## src/rtl/rwb_pkg.sv

```systemverilog
package rwb_pkg;

    typedef enum logic [2:0] {
        S_IDLE,
        S_ISSUE,
        S_WAIT,
        S_DRAIN,
        S_ERR
    } rwb_state_e;

    typedef enum logic [1:0] {
        V_SKIP,
        V_PASS,
        V_FAIL,
        V_BADTAG
    } vfy_kind_e;

    typedef struct packed {
        logic done;
        logic err_retry;
        logic err_tag;
    } rwb_flags_t;

    // Sort an incoming check result: wrong tag, copy not under check, or a verdict.
    function automatic vfy_kind_e classify(input logic tag_ok,
                                           input logic is_pending,
                                           input logic pass);
        if (!tag_ok)
            return V_BADTAG;
        if (!is_pending)
            return V_SKIP;
        return pass ? V_PASS : V_FAIL;
    endfunction

endpackage

```

## src/rtl/rwb_issue_hist.sv

```systemverilog
// Remembers the last two granted block numbers and the highest one granted.
module rwb_issue_hist #(
    parameter int NUM_W = 16
) (
    input  logic             clk,
    input  logic             rst,
    input  logic             clear,
    input  logic             take,
    input  logic [NUM_W-1:0] num,
    output logic [NUM_W-1:0] prev_num,
    output logic [NUM_W-1:0] cur_num,
    output logic             seen
);
    logic [NUM_W-1:0] prev_q, cur_q, hi_q;
    logic             hv_q;

    always_ff @(posedge clk) begin
        if (rst || clear) begin
            prev_q <= '0;
            cur_q  <= '0;
            hi_q   <= '0;
            hv_q   <= 1'b0;
        end else if (take) begin
            prev_q <= cur_q;
            cur_q  <= num;
            hv_q   <= 1'b1;
            if (!hv_q || num > hi_q)
                hi_q <= num;
        end
    end

    assign prev_num = prev_q;
    assign cur_num  = cur_q;
    assign seen     = hv_q && (num <= hi_q);

endmodule

```

## src/rtl/rwb_fail_ctr.sv

```systemverilog
// Counts failed checks of the pending block against the retry budget.
module rwb_fail_ctr #(
    parameter int RETRY_MAX = 16,
    parameter int CNT_W     = 5
) (
    input  logic             clk,
    input  logic             rst,
    input  logic             clr,
    input  logic             inc,
    output logic [CNT_W-1:0] cnt,
    output logic             at_last
);
    localparam logic [CNT_W-1:0] LIMIT = CNT_W'(RETRY_MAX);

    logic [CNT_W-1:0] cnt_q;

    always_ff @(posedge clk) begin
        if (rst || clr)
            cnt_q <= '0;
        else if (inc && cnt_q != LIMIT)
            cnt_q <= cnt_q + 1'b1;
    end

    assign cnt     = cnt_q;
    assign at_last = (cnt_q == LIMIT - 1'b1);

    // the count never passes the budget
    a_r9_cnt_bound: assert property (@(posedge clk) disable iff (rst)
        cnt_q <= LIMIT);

endmodule

```

## src/rtl/rwb_rewrite_seq.sv

```systemverilog
module rwb_rewrite_seq
    import rwb_pkg::*;
#(
    parameter int NUM_W     = 16,
    parameter int RETRY_MAX = 16,
    localparam int CNT_W    = $clog2(RETRY_MAX + 1)
) (
    input  logic             clk,
    input  logic             rst,
    input  logic             start,
    input  logic [NUM_W-1:0] first_num,
    input  logic [NUM_W-1:0] last_num,
    output logic             wr_req,
    output logic [NUM_W-1:0] wr_num,
    output logic             wr_repeat,
    input  logic             wr_grant,
    input  logic             vfy_valid,
    input  logic [NUM_W-1:0] vfy_num,
    input  logic             vfy_pass,
    output logic             busy,
    output logic             done,
    output logic             err_retry,
    output logic             err_tag,
    output logic [NUM_W-1:0] chk_num,
    output logic [CNT_W-1:0] fail_cnt
);
    rwb_state_e       state_q;
    logic [NUM_W-1:0] chk_q, last_q, nxt_q;
    logic             first_q;
    rwb_flags_t       flags_q;

    logic [NUM_W-1:0] chk_p1, chk_p2, prev_num, cur_num;
    logic             seen, at_last, take, start_ok, in_wait;
    vfy_kind_e        kind;

    assign chk_p1   = chk_q + NUM_W'(1);
    assign chk_p2   = chk_q + NUM_W'(2);
    assign start_ok = start && (state_q == S_IDLE || state_q == S_ERR);
    assign take     = (state_q == S_ISSUE) && wr_grant;
    assign in_wait  = (state_q == S_WAIT) && vfy_valid;
    assign kind     = classify(vfy_num == prev_num, vfy_num == chk_q, vfy_pass);

    rwb_issue_hist #(.NUM_W(NUM_W)) hist_i (
        .clk      (clk),
        .rst      (rst),
        .clear    (start_ok),
        .take     (take),
        .num      (nxt_q),
        .prev_num (prev_num),
        .cur_num  (cur_num),
        .seen     (seen)
    );

    rwb_fail_ctr #(.RETRY_MAX(RETRY_MAX), .CNT_W(CNT_W)) fail_i (
        .clk     (clk),
        .rst     (rst),
        .clr     (start_ok || (in_wait && kind == V_PASS)),
        .inc     (in_wait && kind == V_FAIL),
        .cnt     (fail_cnt),
        .at_last (at_last)
    );

    always_ff @(posedge clk) begin
        if (rst) begin
            state_q <= S_IDLE;
            chk_q   <= '0;
            last_q  <= '0;
            nxt_q   <= '0;
            first_q <= 1'b0;
            flags_q <= '0;
        end else begin
            flags_q.done <= 1'b0;
            unique case (state_q)
                S_IDLE, S_ERR: begin
                    if (start) begin
                        chk_q             <= first_num;
                        last_q            <= last_num;
                        nxt_q             <= first_num;
                        first_q           <= 1'b1;
                        flags_q.err_retry <= 1'b0;
                        flags_q.err_tag   <= 1'b0;
                        state_q           <= S_ISSUE;
                    end
                end
                S_ISSUE: begin
                    if (wr_grant) begin
                        if (first_q) begin
                            // follower goes out before any result is known
                            first_q <= 1'b0;
                            nxt_q   <= (chk_q == last_q) ? chk_q : chk_p1;
                        end else begin
                            state_q <= S_WAIT;
                        end
                    end
                end
                S_WAIT: begin
                    if (vfy_valid) begin
                        unique case (kind)
                            V_BADTAG: begin
                                flags_q.err_tag <= 1'b1;
                                state_q         <= S_ERR;
                            end
                            V_PASS: begin
                                if (chk_q == last_q) begin
                                    state_q <= S_DRAIN;
                                end else begin
                                    chk_q   <= chk_p1;
                                    nxt_q   <= (chk_p1 == last_q) ? chk_p1 : chk_p2;
                                    state_q <= S_ISSUE;
                                end
                            end
                            V_FAIL: begin
                                if (at_last) begin
                                    flags_q.err_retry <= 1'b1;
                                    state_q           <= S_ERR;
                                end else begin
                                    nxt_q   <= chk_q;
                                    state_q <= S_ISSUE;
                                end
                            end
                            V_SKIP: begin
                                nxt_q   <= chk_p1;
                                state_q <= S_ISSUE;
                            end
                        endcase
                    end
                end
                S_DRAIN: begin
                    if (vfy_valid) begin
                        if (vfy_num != cur_num) begin
                            flags_q.err_tag <= 1'b1;
                            state_q         <= S_ERR;
                        end else begin
                            flags_q.done <= 1'b1;
                            state_q      <= S_IDLE;
                        end
                    end
                end
                default: state_q <= S_IDLE;
            endcase
        end
    end

    assign wr_req    = (state_q == S_ISSUE);
    assign wr_num    = nxt_q;
    assign wr_repeat = seen;
    assign busy      = (state_q == S_ISSUE) || (state_q == S_WAIT) || (state_q == S_DRAIN);
    assign done      = flags_q.done;
    assign err_retry = flags_q.err_retry;
    assign err_tag   = flags_q.err_tag;
    assign chk_num   = chk_q;

    // an offered block stays offered and unchanged until taken
    a_r3_hold_offer: assert property (@(posedge clk) disable iff (rst)
        (wr_req && !wr_grant) |=> (wr_req && $stable(wr_num)));

    // no request while waiting for a missing result
    a_r4_wait_quiet: assert property (@(posedge clk) disable iff (rst)
        (state_q == S_WAIT && !vfy_valid) |=> !wr_req);

    // never more than one block beyond the pending one
    a_r7_no_skip_ahead: assert property (@(posedge clk) disable iff (rst)
        wr_req |-> (wr_num == chk_num || wr_num == chk_p1));

    // completion only follows a presented result
    a_r8_done_after_result: assert property (@(posedge clk) disable iff (rst)
        done |-> $past(vfy_valid));

    // a mismatching tag while waiting stops the session
    a_r10_tag_mismatch: assert property (@(posedge clk) disable iff (rst)
        (state_q == S_WAIT && vfy_valid && vfy_num != prev_num) |=> (err_tag && !busy));

    // error kinds are exclusive and silence the request
    a_r9_err_quiet: assert property (@(posedge clk) disable iff (rst)
        !(err_retry && err_tag) && !((err_retry || err_tag) && wr_req));

endmodule

```

## config.mk

```make
export PLATFORM = sky130hd
export DESIGN_NAME = rwb_rewrite_seq
export DESIGN_NICKNAME = d
export VERILOG_FILES = /design/src/rtl/rwb_pkg.sv /design/src/rtl/rwb_issue_hist.sv /design/src/rtl/rwb_fail_ctr.sv /design/src/rtl/rwb_rewrite_seq.sv
export SDC_FILE = /design/constraint.sdc
export NUM_CORES = 1
export LEC_CHECK = 0
export CELL_PAD_IN_SITES_DETAIL_PLACEMENT = 0
export CELL_PAD_IN_SITES_GLOBAL_PLACEMENT = 1
export CORE_UTILIZATION = 26
export CTS_CLUSTER_SIZE = 10
export DETAILED_ROUTE_END_ITERATION = 12
export DONT_BUFFER_PORTS = 1
export GPL_ROUTABILITY_DRIVEN = 0
export PLACE_DENSITY = 0.61
export REMOVE_ABC_BUFFERS = 1
export SLEW_MARGIN = 10
export SYNTH_ARGS = -nofsm -noshare
export SYNTH_HDL_FRONTEND = slang
export SYNTH_SLANG_ARGS = --single-unit
export TNS_END_PERCENT = 1
```

## constraint.sdc

```tcl
create_clock -name clk -period 5 [get_ports clk]
set_input_delay 0.5 -clock clk [delete_from_list [all_inputs] [get_ports clk]]
set_output_delay 0.5 -clock clk [all_outputs]
set_load 0.01 [all_outputs]
```

==> metrics.txt <==
chip width 169 µm; maximum vdd drop around 0.18 mV; n_diodes 0; Layout Cells excl Fill around 1300; std cell rows 60; crit path kind reg2reg; Routed Wire Length between 20 and 30 mm; I/O Pins 97; fin. max-slew vios 0; depth of the worst register-to-register path 11; leakage power 2.95 nW; Routed Antenna Nets 0; hold depth 1; post-synthesis cell area between 7000 and 8000 µm²; Crit path arrival time around 4500 ps; Clock Latency Late Sink between 300 and 400 ps; gr busiest metal met2; Port Buffer Count 0; Hold Buf Count CTS 0; start point of the worst hold path rst; die height 169 µm; Routed wire per std cell 19.6 µm; crit-path max FO 12; Tcrit/Tclk final about 84%; Slew @ Worst Pin about 1100 ps; R2R Path Start chk_num[1]; antenna violations before repair 0; met3 Resource Use GR under 10%; Slew headroom roughly 29%; First DRT Iteration DRCs 562; Post-Place Worst Slack roughly 860 ps; Hold Slack around 200 ps; clk slew on worst S/H paths approximately 90 ps; most used cell, CP a211o_1; clk root buf clkbuf_16; outcome completed; Via Count between 6000 and 7000; clock sink total about 110; Synth Flop Type dfxtp_1; final setup margin 814 ps; largest family of logic cells by synthesized area simple AND/OR/NAND/NOR gates; Setup-failing EPs final 0; Clock Power Share 21.6%; Sw Pwr roughly 1.6 mW; crit start category flop; placed cell count 1317; vias in the first global route ~6400; maximum clock insertion buffer count 2; RSZ-0062 raised after global routing no; adder-cell area share of the yosys netlist 4.45%; Gate power share 42.1%; M2 GR Usage 28.2%; Mean Syn Cell Area 7.39 µm²; slowest stage cell, crit path nor4_4; Simple-Gate Fraction of Synth Area about a quarter; part of the power in registers between 30% and 40%; TNS Setup 0 ps; R2R Path End wr_num[8]; Syn Inst Count ~1000; Hold/Removal Path Class in2reg; share of cells above drive strength 1 approximately 7%; CTS tree done; max-cap viol count 0; crit-path cells ha_1 -> nand3_2 -> nor4_4 -> o221ai_2 -> a211o_1 -> or4_4 -> or2_1 -> mux2_4 -> a211o_1 -> a31oi_1 -> nor3_1; post-CTS sizing 0; Residual DRC 0; Seq cells post-synth 109; FFs w/ async S/R, synth 0%; Nets between 1000 and 1500; XOR/XNOR Fraction of Synth Area 11.3%; Finished Core Util between 20% and 30%; total grt overflow 0; highest clock rate between 0.2 and 0.25 GHz; minimum clock period 4190 ps; post-detail-place hpwl between 15 and 20 mm; Sw Share 46.2%; core area between 20000 and 30000 µm²; CP required 5260 ps; Starting Density a little over a quarter; largest net degree at the start of global routing 55; Post-CTS Setup Bufs 0; DRT Pass-1 Iters 5; H-tree Lvls 3; pwr dens around 440 nW/µm²; final hold violation count 0; Area Overhead vs Synth 10.0%; first-pass GRT wire length 39.6 mm; drt via density 5.16; slowest stage delay, CP approximately 510 ps; internal power roughly 1.9 mW; Netlist cell types between 60 and 70; sequential area share after synthesis roughly 30%; Overall Global Routing Usage approximately 18%; die area 28600 µm²; Worst Setup End Kind flop; R2R Setup Slk 810 ps; Worst Skew 17.1 ps; Synthesis Warnings 0; complex-gate fraction of the synthesized area 19.8%; worst hold endpoint chk_num[14]; post-synthesis mux area share approximately 3.5%; EDFF count, synth 0; Num CTS Buffers 9; M1 GR Usage 26.1%
## Yosys cell counts (3+ instances only)
master	number	area share, %
nand2_1	162	8.4
nor2_1	118	6.1
dfxtp_1	109	30
a21oi_1	89	6.1
clkbuf_1	54	2.8
xor2_1	52	6.3
xnor2_1	42	5.1
o21ai_0	35	2.4
inv_1	29	1.5
ha_1	25	4.3
nor3_1	23	1.6
mux2i_1	22	3.0
nand3_1	21	1.4
nor4_1	20	1.7
a31oi_1	17	1.5
nand4_1	15	1.3
a211oi_1	9	0.93
a22oi_1	8	0.83
nand2b_1	8	0.69
nor2b_1	8	0.69
o211ai_1	8	0.83
a311oi_1	7	0.84
buf_2	7	0.48
o22ai_1	7	0.60
a21o_1	6	0.62
and2_1	5	0.43
and3_1	5	0.43
buf_1	5	0.26
or3_1	5	0.43
o31ai_1	4	0.41
a211o_1	3	0.36
a221o_1	3	0.41
a311oi_2	3	0.62
nand3b_1	3	0.31
nand4b_1	3	0.36
o21a_1	3	0.31
or2_2	3	0.26
## worst max path at each step
stage | from | endpoint | cells past startpoint
2_1_floorplan | chk_num[2] | wr_num[8] | 11
3_3_place_gp | chk_num[1] | wr_num[8] | 11
3_5_place_dp | chk_num[1] | wr_num[8] | 11
4_1_cts | chk_num[1] | wr_num[8] | 11
5_1_grt | chk_num[1] | wr_num[4] | 11
6_report | chk_num[1] | wr_num[8] | 11
## layout by cell type (no fill, tap or decap), types with 4 or more instances in the layout
cell | netlist | layout
a211oi_1 | 9 | 9
a21o_1 | 6 | 6
a21oi_1 | 89 | 89
a22oi_1 | 8 | 8
a311oi_1 | 7 | 7
a31oi_1 | 17 | 17
and2_1 | 5 | 5
and3_1 | 5 | 5
buf_4 | 1 | 32
clkbuf_16 | 0 | 9
dfxtp_1 | 109 | 109
ha_1 | 25 | 25
inv_1 | 29 | 29
inv_6 | 0 | 4
mux2i_1 | 22 | 22
nand2_1 | 162 | 162
nand2b_1 | 8 | 7
nand3_1 | 21 | 21
nand4_1 | 15 | 15
nor2_1 | 118 | 117
nor2b_1 | 8 | 8
nor3_1 | 23 | 23
nor4_1 | 20 | 20
o211ai_1 | 8 | 8
o21ai_0 | 35 | 35
o22ai_1 | 7 | 7
o31ai_1 | 4 | 4
or3_1 | 5 | 5
xnor2_1 | 42 | 42
xor2_1 | 52 | 52
## sequential cells by signal, indices dropped and copies added, names as in the netlist
| register | flops |
|---|---|
| done | 1 |
| state_q | 3 |
| first_q | 1 |
| wr_num | 16 |
| err_tag | 1 |
| chk_num | 16 |
| fail_i.cnt | 5 |
| hist_i.prev_num | 16 |
| err_retry | 1 |
| last_q | 16 |
| hist_i.cur_num | 16 |
| hist_i.hv_q | 1 |
| hist_i.hi_q | 16 |
## layout make-up
type                    instances  area, µm²
clock buffers                   9        225
repair buffers                 32        240
multi-input cells             774       4680
fillers                      3043      19200
inverters                      30        113
clock inverters                 7       78.8
flip-flops and latches        109       2180
well taps                     372        465
## power groups by stage
stage	Combinational, mW	Sequential, mW	Clock, mW
after floorplan	0.958	1.25	0
after global placement	1.49	1.30	0
after detailed placement	1.49	1.30	0
after CTS	1.50	1.28	0.788
after global routing	1.66	1.31	0.816
final	1.49	1.28	0.764
## cells by family after synthesis
group	count (synthesis)
adder cells (fa/ha/maj)	26
AO/OA/AOI/OAI	223
multiplexers	25
flip-flops	109
AND/OR/NAND/NOR	406
XOR/XNOR	94
buffers and inverters	99
## worst max-delay path, delay by kind of cell, from the launching register on
family                     cells  cell delay (ps)
AOI/OAI and AO/OA              4              870
adders and majority gates      1              490
DFF                            1              470
muxes                          1              410
and+or+nand+nor                5             1840
## per-stage QoR
step / power, mW / area (µm²)
final: 3.54 / 7990
after floorplan: 2.21 / 6970
after detailed placement: 2.79 / 7680
after global placement: 2.79 / 7680
after global routing: 3.78 / 7990
after CTS: 3.57 / 7990
## per-layer routing
metal / vias up / wire (µm)
met2: 225 / 11500
met4: 0 / 385
met1: 3266 / 12400
met3: 26 / 1830
met5: - / 0
li1: 3366 / -
No activity file was read; power rests on OpenSTA's default activity.
